File: src/rtl/trq_pkg.sv
package trq_pkg;

    localparam int          DIV_W   = 8;
    localparam logic [7:0]  DIV_RST = 8'd10;
    localparam logic [7:0]  DIV_LO  = 8'd2;
    localparam logic [7:0]  DIV_HI  = 8'd254;

    typedef struct packed {
        logic [DIV_W-1:0] cnt;
        logic [DIV_W-1:0] active;
        logic [DIV_W-1:0] pending;
        logic             chop;
    } chop_st_t;

endpackage

File: src/rtl/trq_sync.sv
module trq_sync #(
    parameter int STAGES = 2
) (
    input  logic clk,
    input  logic rst_n,
    input  logic raw_i,
    output logic edge_o
);

    // sh[0..STAGES-1] synchronizer chain, sh[STAGES] previous synchronized level
    logic [STAGES:0] sh_d, sh_q;

    always_comb begin
        sh_d = {sh_q[STAGES-1:0], raw_i};
    end

    always_ff @(posedge clk or negedge rst_n) begin
        if (!rst_n) sh_q <= '0;
        else        sh_q <= sh_d;
    end

    assign edge_o = sh_q[STAGES-1] & ~sh_q[STAGES];

    AST_EDGE_SPACED: assert property (@(posedge clk) disable iff (!rst_n)
        edge_o |=> !edge_o);

endmodule

File: src/rtl/trq_blank.sv
module trq_blank #(
    parameter int LEN_W   = 16,
    parameter int WIN_MIN = 100,
    parameter int WIN_MAX = 2000
) (
    input  logic             clk,
    input  logic             rst_n,
    input  logic             edge_i,
    input  logic [LEN_W-1:0] len_i,
    output logic             busy_o,
    output logic             expire_o
);

    localparam int               CNT_W = $clog2(WIN_MAX + 1);
    localparam logic [LEN_W-1:0] LO    = LEN_W'(WIN_MIN);
    localparam logic [LEN_W-1:0] HI    = LEN_W'(WIN_MAX);

    typedef struct packed {
        logic [CNT_W-1:0] cnt;
    } blank_st_t;

    blank_st_t        st_d, st_q;
    logic [LEN_W-1:0] len_c;

    always_comb begin
        if (len_i < LO)      len_c = LO;
        else if (len_i > HI) len_c = HI;
        else                 len_c = len_i;

        st_d = st_q;
        if (edge_i)                st_d.cnt = CNT_W'(len_c);
        else if (st_q.cnt != '0)   st_d.cnt = st_q.cnt - CNT_W'(1);
    end

    always_ff @(posedge clk or negedge rst_n) begin
        if (!rst_n) st_q <= '0;
        else        st_q <= st_d;
    end

    assign busy_o   = (st_q.cnt != '0);
    assign expire_o = !edge_i && (st_q.cnt == CNT_W'(1));

    AST_WINDOW_CLAMPED: assert property (@(posedge clk) disable iff (!rst_n)
        edge_i |=> (int'(st_q.cnt) >= WIN_MIN && int'(st_q.cnt) <= WIN_MAX));

    AST_WINDOW_RELOAD: assert property (@(posedge clk) disable iff (!rst_n)
        edge_i |=> busy_o);

endmodule

File: src/rtl/trq_chop.sv
module trq_chop
    import trq_pkg::*;
(
    input  logic             clk,
    input  logic             rst_n,
    input  logic             step_i,
    input  logic             wr_i,
    input  logic [DIV_W-1:0] wr_val_i,
    output logic             chop_o
);

    chop_st_t st_d, st_q;

    always_comb begin
        st_d      = st_q;
        st_d.chop = 1'b0;
        if (step_i) begin
            if (st_q.cnt == st_q.active - DIV_W'(1)) begin
                st_d.chop   = 1'b1;
                st_d.cnt    = '0;
                st_d.active = st_q.pending;
            end else begin
                st_d.cnt = st_q.cnt + DIV_W'(1);
            end
        end
        if (wr_i && wr_val_i >= DIV_LO && wr_val_i <= DIV_HI)
            st_d.pending = wr_val_i;
    end

    always_ff @(posedge clk or negedge rst_n) begin
        if (!rst_n) begin
            st_q.cnt     <= '0;
            st_q.active  <= DIV_RST;
            st_q.pending <= DIV_RST;
            st_q.chop    <= 1'b0;
        end else begin
            st_q <= st_d;
        end
    end

    assign chop_o = st_q.chop;

    AST_DIV_LEGAL: assert property (@(posedge clk) disable iff (!rst_n)
        st_q.active >= DIV_LO && st_q.active <= DIV_HI);

    AST_CNT_BELOW_DIV: assert property (@(posedge clk) disable iff (!rst_n)
        st_q.cnt < st_q.active);

endmodule

File: src/rtl/trig_qualifier.sv
module trig_qualifier #(
    parameter int SAMPLE_MHZ  = 200,
    parameter int LEN_W       = 16,
    parameter int LOST_W      = 16,
    parameter int SYNC_STAGES = 2
) (
    input  logic              clk,
    input  logic              rst_n,
    input  logic              trig_raw,
    input  logic              pwr_ok,
    input  logic              prot_done,
    input  logic [LEN_W-1:0]  blank_len,
    input  logic              div_wr,
    input  logic [7:0]        div_val,
    output logic              trig_pulse,
    output logic              gate_req,
    output logic              chop,
    output logic [LOST_W-1:0] lost_cnt
);

    localparam int WIN_MIN = SAMPLE_MHZ / 2;
    localparam int WIN_MAX = SAMPLE_MHZ * 10;

    typedef struct packed {
        logic              pulse;
        logic              gate;
        logic [LOST_W-1:0] lost;
    } top_st_t;

    top_st_t st_d, st_q;
    logic    edge_seen, busy, expire, accept;

    trq_sync #(.STAGES(SYNC_STAGES)) u_sync (
        .clk    (clk),
        .rst_n  (rst_n),
        .raw_i  (trig_raw),
        .edge_o (edge_seen)
    );

    trq_blank #(.LEN_W(LEN_W), .WIN_MIN(WIN_MIN), .WIN_MAX(WIN_MAX)) u_blank (
        .clk      (clk),
        .rst_n    (rst_n),
        .edge_i   (edge_seen),
        .len_i    (blank_len),
        .busy_o   (busy),
        .expire_o (expire)
    );

    assign accept = edge_seen & ~busy & pwr_ok & prot_done;

    trq_chop u_chop (
        .clk      (clk),
        .rst_n    (rst_n),
        .step_i   (accept),
        .wr_i     (div_wr),
        .wr_val_i (div_val),
        .chop_o   (chop)
    );

    always_comb begin
        st_d       = st_q;
        st_d.pulse = accept;
        if (accept)      st_d.gate = 1'b1;
        else if (expire) st_d.gate = 1'b0;
        if (edge_seen && !accept)
            st_d.lost = st_q.lost + LOST_W'(1);
    end

    always_ff @(posedge clk or negedge rst_n) begin
        if (!rst_n) st_q <= '0;
        else        st_q <= st_d;
    end

    assign trig_pulse = st_q.pulse;
    assign gate_req   = st_q.gate;
    assign lost_cnt   = st_q.lost;

    AST_PULSE_SINGLE: assert property (@(posedge clk) disable iff (!rst_n)
        trig_pulse |=> !trig_pulse);

    AST_HEALTH_GATED: assert property (@(posedge clk) disable iff (!rst_n)
        trig_pulse |-> $past(pwr_ok && prot_done));

    AST_LOCKOUT_DROPS: assert property (@(posedge clk) disable iff (!rst_n)
        (edge_seen && busy) |=> (!trig_pulse && lost_cnt == $past(lost_cnt) + LOST_W'(1)));

    AST_GATE_IN_WINDOW: assert property (@(posedge clk) disable iff (!rst_n)
        gate_req |-> busy);

    AST_CHOP_ALIGNED: assert property (@(posedge clk) disable iff (!rst_n)
        chop |-> trig_pulse);

    AST_LOST_QUIET: assert property (@(posedge clk) disable iff (!rst_n)
        !edge_seen |=> $stable(lost_cnt));

endmodule

File: config.mk
export PLATFORM = sky130hd
export DESIGN_NAME = trig_qualifier
export DESIGN_NICKNAME = d
export VERILOG_FILES = /design/src/rtl/trq_pkg.sv /design/src/rtl/trq_sync.sv /design/src/rtl/trq_blank.sv /design/src/rtl/trq_chop.sv /design/src/rtl/trig_qualifier.sv
export SDC_FILE = /design/constraint.sdc
export NUM_CORES = 1
export LEC_CHECK = 0
export ABC_AREA = 1
export CORE_UTILIZATION = 35
export DETAILED_ROUTE_END_ITERATION = 10
export SETUP_SLACK_MARGIN = 0.02
export SYNTH_ARGS = -nofsm -noshare
export SYNTH_HDL_FRONTEND = slang
export SYNTH_SLANG_ARGS = --single-unit
File: constraint.sdc
create_clock -name clk -period 3.2 [get_ports clk]
set_input_delay 0.64 -clock clk [delete_from_list [all_inputs] [get_ports clk]]
set_output_delay 0.64 -clock clk [all_outputs]
set_load 0.005 [all_outputs]
==> impl_metrics.csv <==
group,metric,value,unit
status,status,"finished, final reports clean",
critical_path,reg2reg_depth,10,
floorplan,die_w,99.8,um
cts,postCtsHoldBufs,0,
timing,setup_viol,0,
yosys,syn_area,3350,um2
layout,n_fill_cell,938,
floorplan,die_h,99.8,um
layout,stdcell_count,656,
grt,antenna_found_initial,0,
yosys,ys.warnings.count,0,
routing,initialDrtViolationCount,134,
cts,root_buffer,"clkbuf_8",
yosys,ys_seq_area_share,42.8,%
run,drv_cap,0,
place,io_buffers,48,
timing,rsz0062_at_grt,"no",
timing,slew_viol_final,0,
critical_path,rrSetupSlack,0.97,ns
routing,drc_errors,0,
pwr,ir_worst_vdd,0.000285,V
critical_path,cp_common_cell,"nand2_1",
floorplan,dieArea,9960,um2
hold_path,hold_path.class,"in2async",
routing,drt-pass1-iter-count,4,
critical_path,cp-endpoint,"lost_cnt[9]",
yosys,syn-num-nets,500,
timing,relSlewSlack,47.6,%
cts,clockBufferDepth,2,
cts,cts_made_buffers,9,
yosys,netlist_instances,464,
cts,cts_resized,0,
routing,final_antenna_net_count,0,
critical_path,worstSetupStartpoint,"prot_done",
timing,tns,0,ns
layout,num-nets-final,558,
grt,grt.overflow.total,0,
critical_path,critPathRequiredTime,3.43,ns
critical_path,worstPathArrival,2.46,ns
critical_path,rr_startpoint,"u_blank.st_q[0]",
timing,min_period,2.23,ns
place,dp.cells,640,
cts,cts_tree,"done",
routing,drt-total-wl,7660,um
critical_path,path_cells,"clkdlybuf4s50_1 -> nand3_1 -> nor2_1 -> nand2_1 -> nand2_1 -> nor2_1 -> nand2_1 -> o21ai_1 -> nand2_1",
cts,postCtsSetupRepairBufs,0,
yosys,ys_ff_latch,57,
grt,grt_usage,16.7,%
layout,multi_input_area,1600,um2
grt,grt_pass1_wl,13300,um
pwr,power_density,489,nW/um2
grt,grt_pass1_vias,2944,
layout,diodes,0,
floorplan,start_util,36.2,%
yosys,syn_area_per_cell,7.22,um2
critical_path,crit_slowest_cell,"clkdlybuf4s50_1",
timing,worst_slew_pin_slew,0.783,ns
place,gp_congestion,0.836,
layout,area_growth,24.8,%
timing,clock_skew,0.00807,ns
pwr,p_leak,0.00211,uW
critical_path,crit_path_end_kind,"register",
layout,drive_gt1_share,7.40,%
cts,clk_pin_slew,0.07,ns
routing,wl_per_cell,11.7,um
timing,fmax,448,MHz
floorplan,coreArea,9240,um2
routing,route.vias.total,3075,
cts,h-tree-depth,3,
critical_path,path_class,"in2reg",
critical_path,timing.rr.end,"lost_cnt[9]",
floorplan,num_rows,35,
critical_path,cp_max_fo,11,
layout,ff_latch_area,1430,um2
yosys,synthDistinctLibCells,30,
place,dp_hpwl,5820,um
timing,finalCritPeriodShare,69.7,%
cts,cts.sinks,57,
timing,hold_viol_final,0,
critical_path,critical_path.max_stage_delay,0.44,ns
floorplan,pin_count,49,
grt,grt_max_degree,33,
cts,clk_latency,0.34,ns
routing,vias_per_cell,4.69,
critical_path,start_kind,"input pin",
==> report_power, final <==
part | switching, uW | internal (uW) | leakage [uW]
sequential | 103 | 814 | 0.000692
combinational | 234 | 219 | 0.00131
clock | 294 | 380 | 0.000103
==> cell usage in the layout (no fill, tap or decap), types with 3 or more instances in the layout <==
cell / count
nand2_1: 132
inv_1: 68
dfrtp_1: 53
nor2_1: 50
clkdlybuf4s50_1: 47
nand3_1: 32
o21ai_0: 24
nand4_1: 22
xor2_1: 17
a21oi_1: 14
nor3_1: 10
clkbuf_8: 10
inv_2: 7
ha_1: 6
xnor2_1: 4
buf_4: 4
dfstp_2: 4
nor2_2: 3
o21ai_1: 3
clkinv_2: 3
==> cells by family after synthesis <==
family          synth area share (%)
fa+ha+maj                       2.24
simple gates                    33.1
compound gates                  6.88
flops                           42.8
xor+xnor                        5.49
buf+inv                         9.49
==> registers in the layout (all words and copies together), names as in the netlist <==
name and count:
gate_req 1, lost_cnt 16, trig_pulse 1, u_blank.st_q 11
u_chop.chop_o 1, u_chop.st_q 24, u_sync.sh_q 3
==> cell usage after synthesis (all sizes together) <==
library cell  number  area share, %
dfrtp             53             40
nor2              55            7.1
a21boi             1           0.22
or2                1           0.19
clkinv             1           0.11
o311ai             1           0.26
inv               75            8.4
a21oi             14            2.1
nor4               1           0.19
clkbuf             1           0.11
dfstp              4            3.1
nand4             22            4.1
xor2              17            4.4
o221ai             1           0.26
buf                4           0.86
ha                 6            2.2
o21ai             27            4.0
xnor2              4            1.0
nand2            133             15
nor3              10            1.5
nand3             33            5.1
==> layer usage <==
metal | up-vias | global-route usage [%] | wire length, um
li1 | 1584 | - | -
met1 | 1425 | 22.0 | 3650
met2 | 53 | 27.3 | 3630
met3 | 13 | 3.83 | 260
met4 | 0 | 5.54 | 121
met5 | - | 0 | 0
==> metrics by stage <==
stage	instance area (um2)	hold WS [ns]	setup slack, ns	total power, uW	utilization, %
CTS	4180	0.368	0.967	2070	45.2
floorplan	3350	0.331	1.37	1150	-
finish	4180	0.357	0.970	2040	45.2
detailed placement	3980	0.352	0.620	1380	43.1
global route	4180	0.384	0.707	2170	45.2
global placement	3980	0.336	0.707	1370	43.1
==> layout make-up <==
| cell class | count | share of cell area [%] |
|---|---|---|
| multi-input cells | 326 | 38.3 |
| flip-flops and latches | 57 | 34.3 |
| repair buffers | 52 | 12.1 |
| inverters | 76 | 6.83 |
| well taps | 129 | 3.86 |
| clock buffers | 11 | 3.38 |
| clock inverters | 5 | 1.29 |
==> worst min path at each step <==
stage	from	endpoint	slack, ns	cells past startpoint
2_1_floorplan	u_sync.sh_q[0]	u_sync.sh_q[1]	0.33	0
3_3_place_gp	u_sync.sh_q[0]	u_sync.sh_q[1]	0.34	0
3_5_place_dp	u_sync.sh_q[0]	u_sync.sh_q[1]	0.35	0
4_1_cts	u_sync.sh_q[0]	u_sync.sh_q[1]	0.37	0
5_1_grt	u_sync.sh_q[0]	u_sync.sh_q[1]	0.38	0
6_report	rst_n	u_blank.st_q[2]	0.36	1
==> worst max-delay path, delay by kind of cell <==
kind	cells	cell delay (ns)
AO/OA/AOI/OAI	1	0.15
AND/OR/NAND/NOR	7	1.22
buffers and inverters	1	0.44
Power figures use the tool's default switching activity.
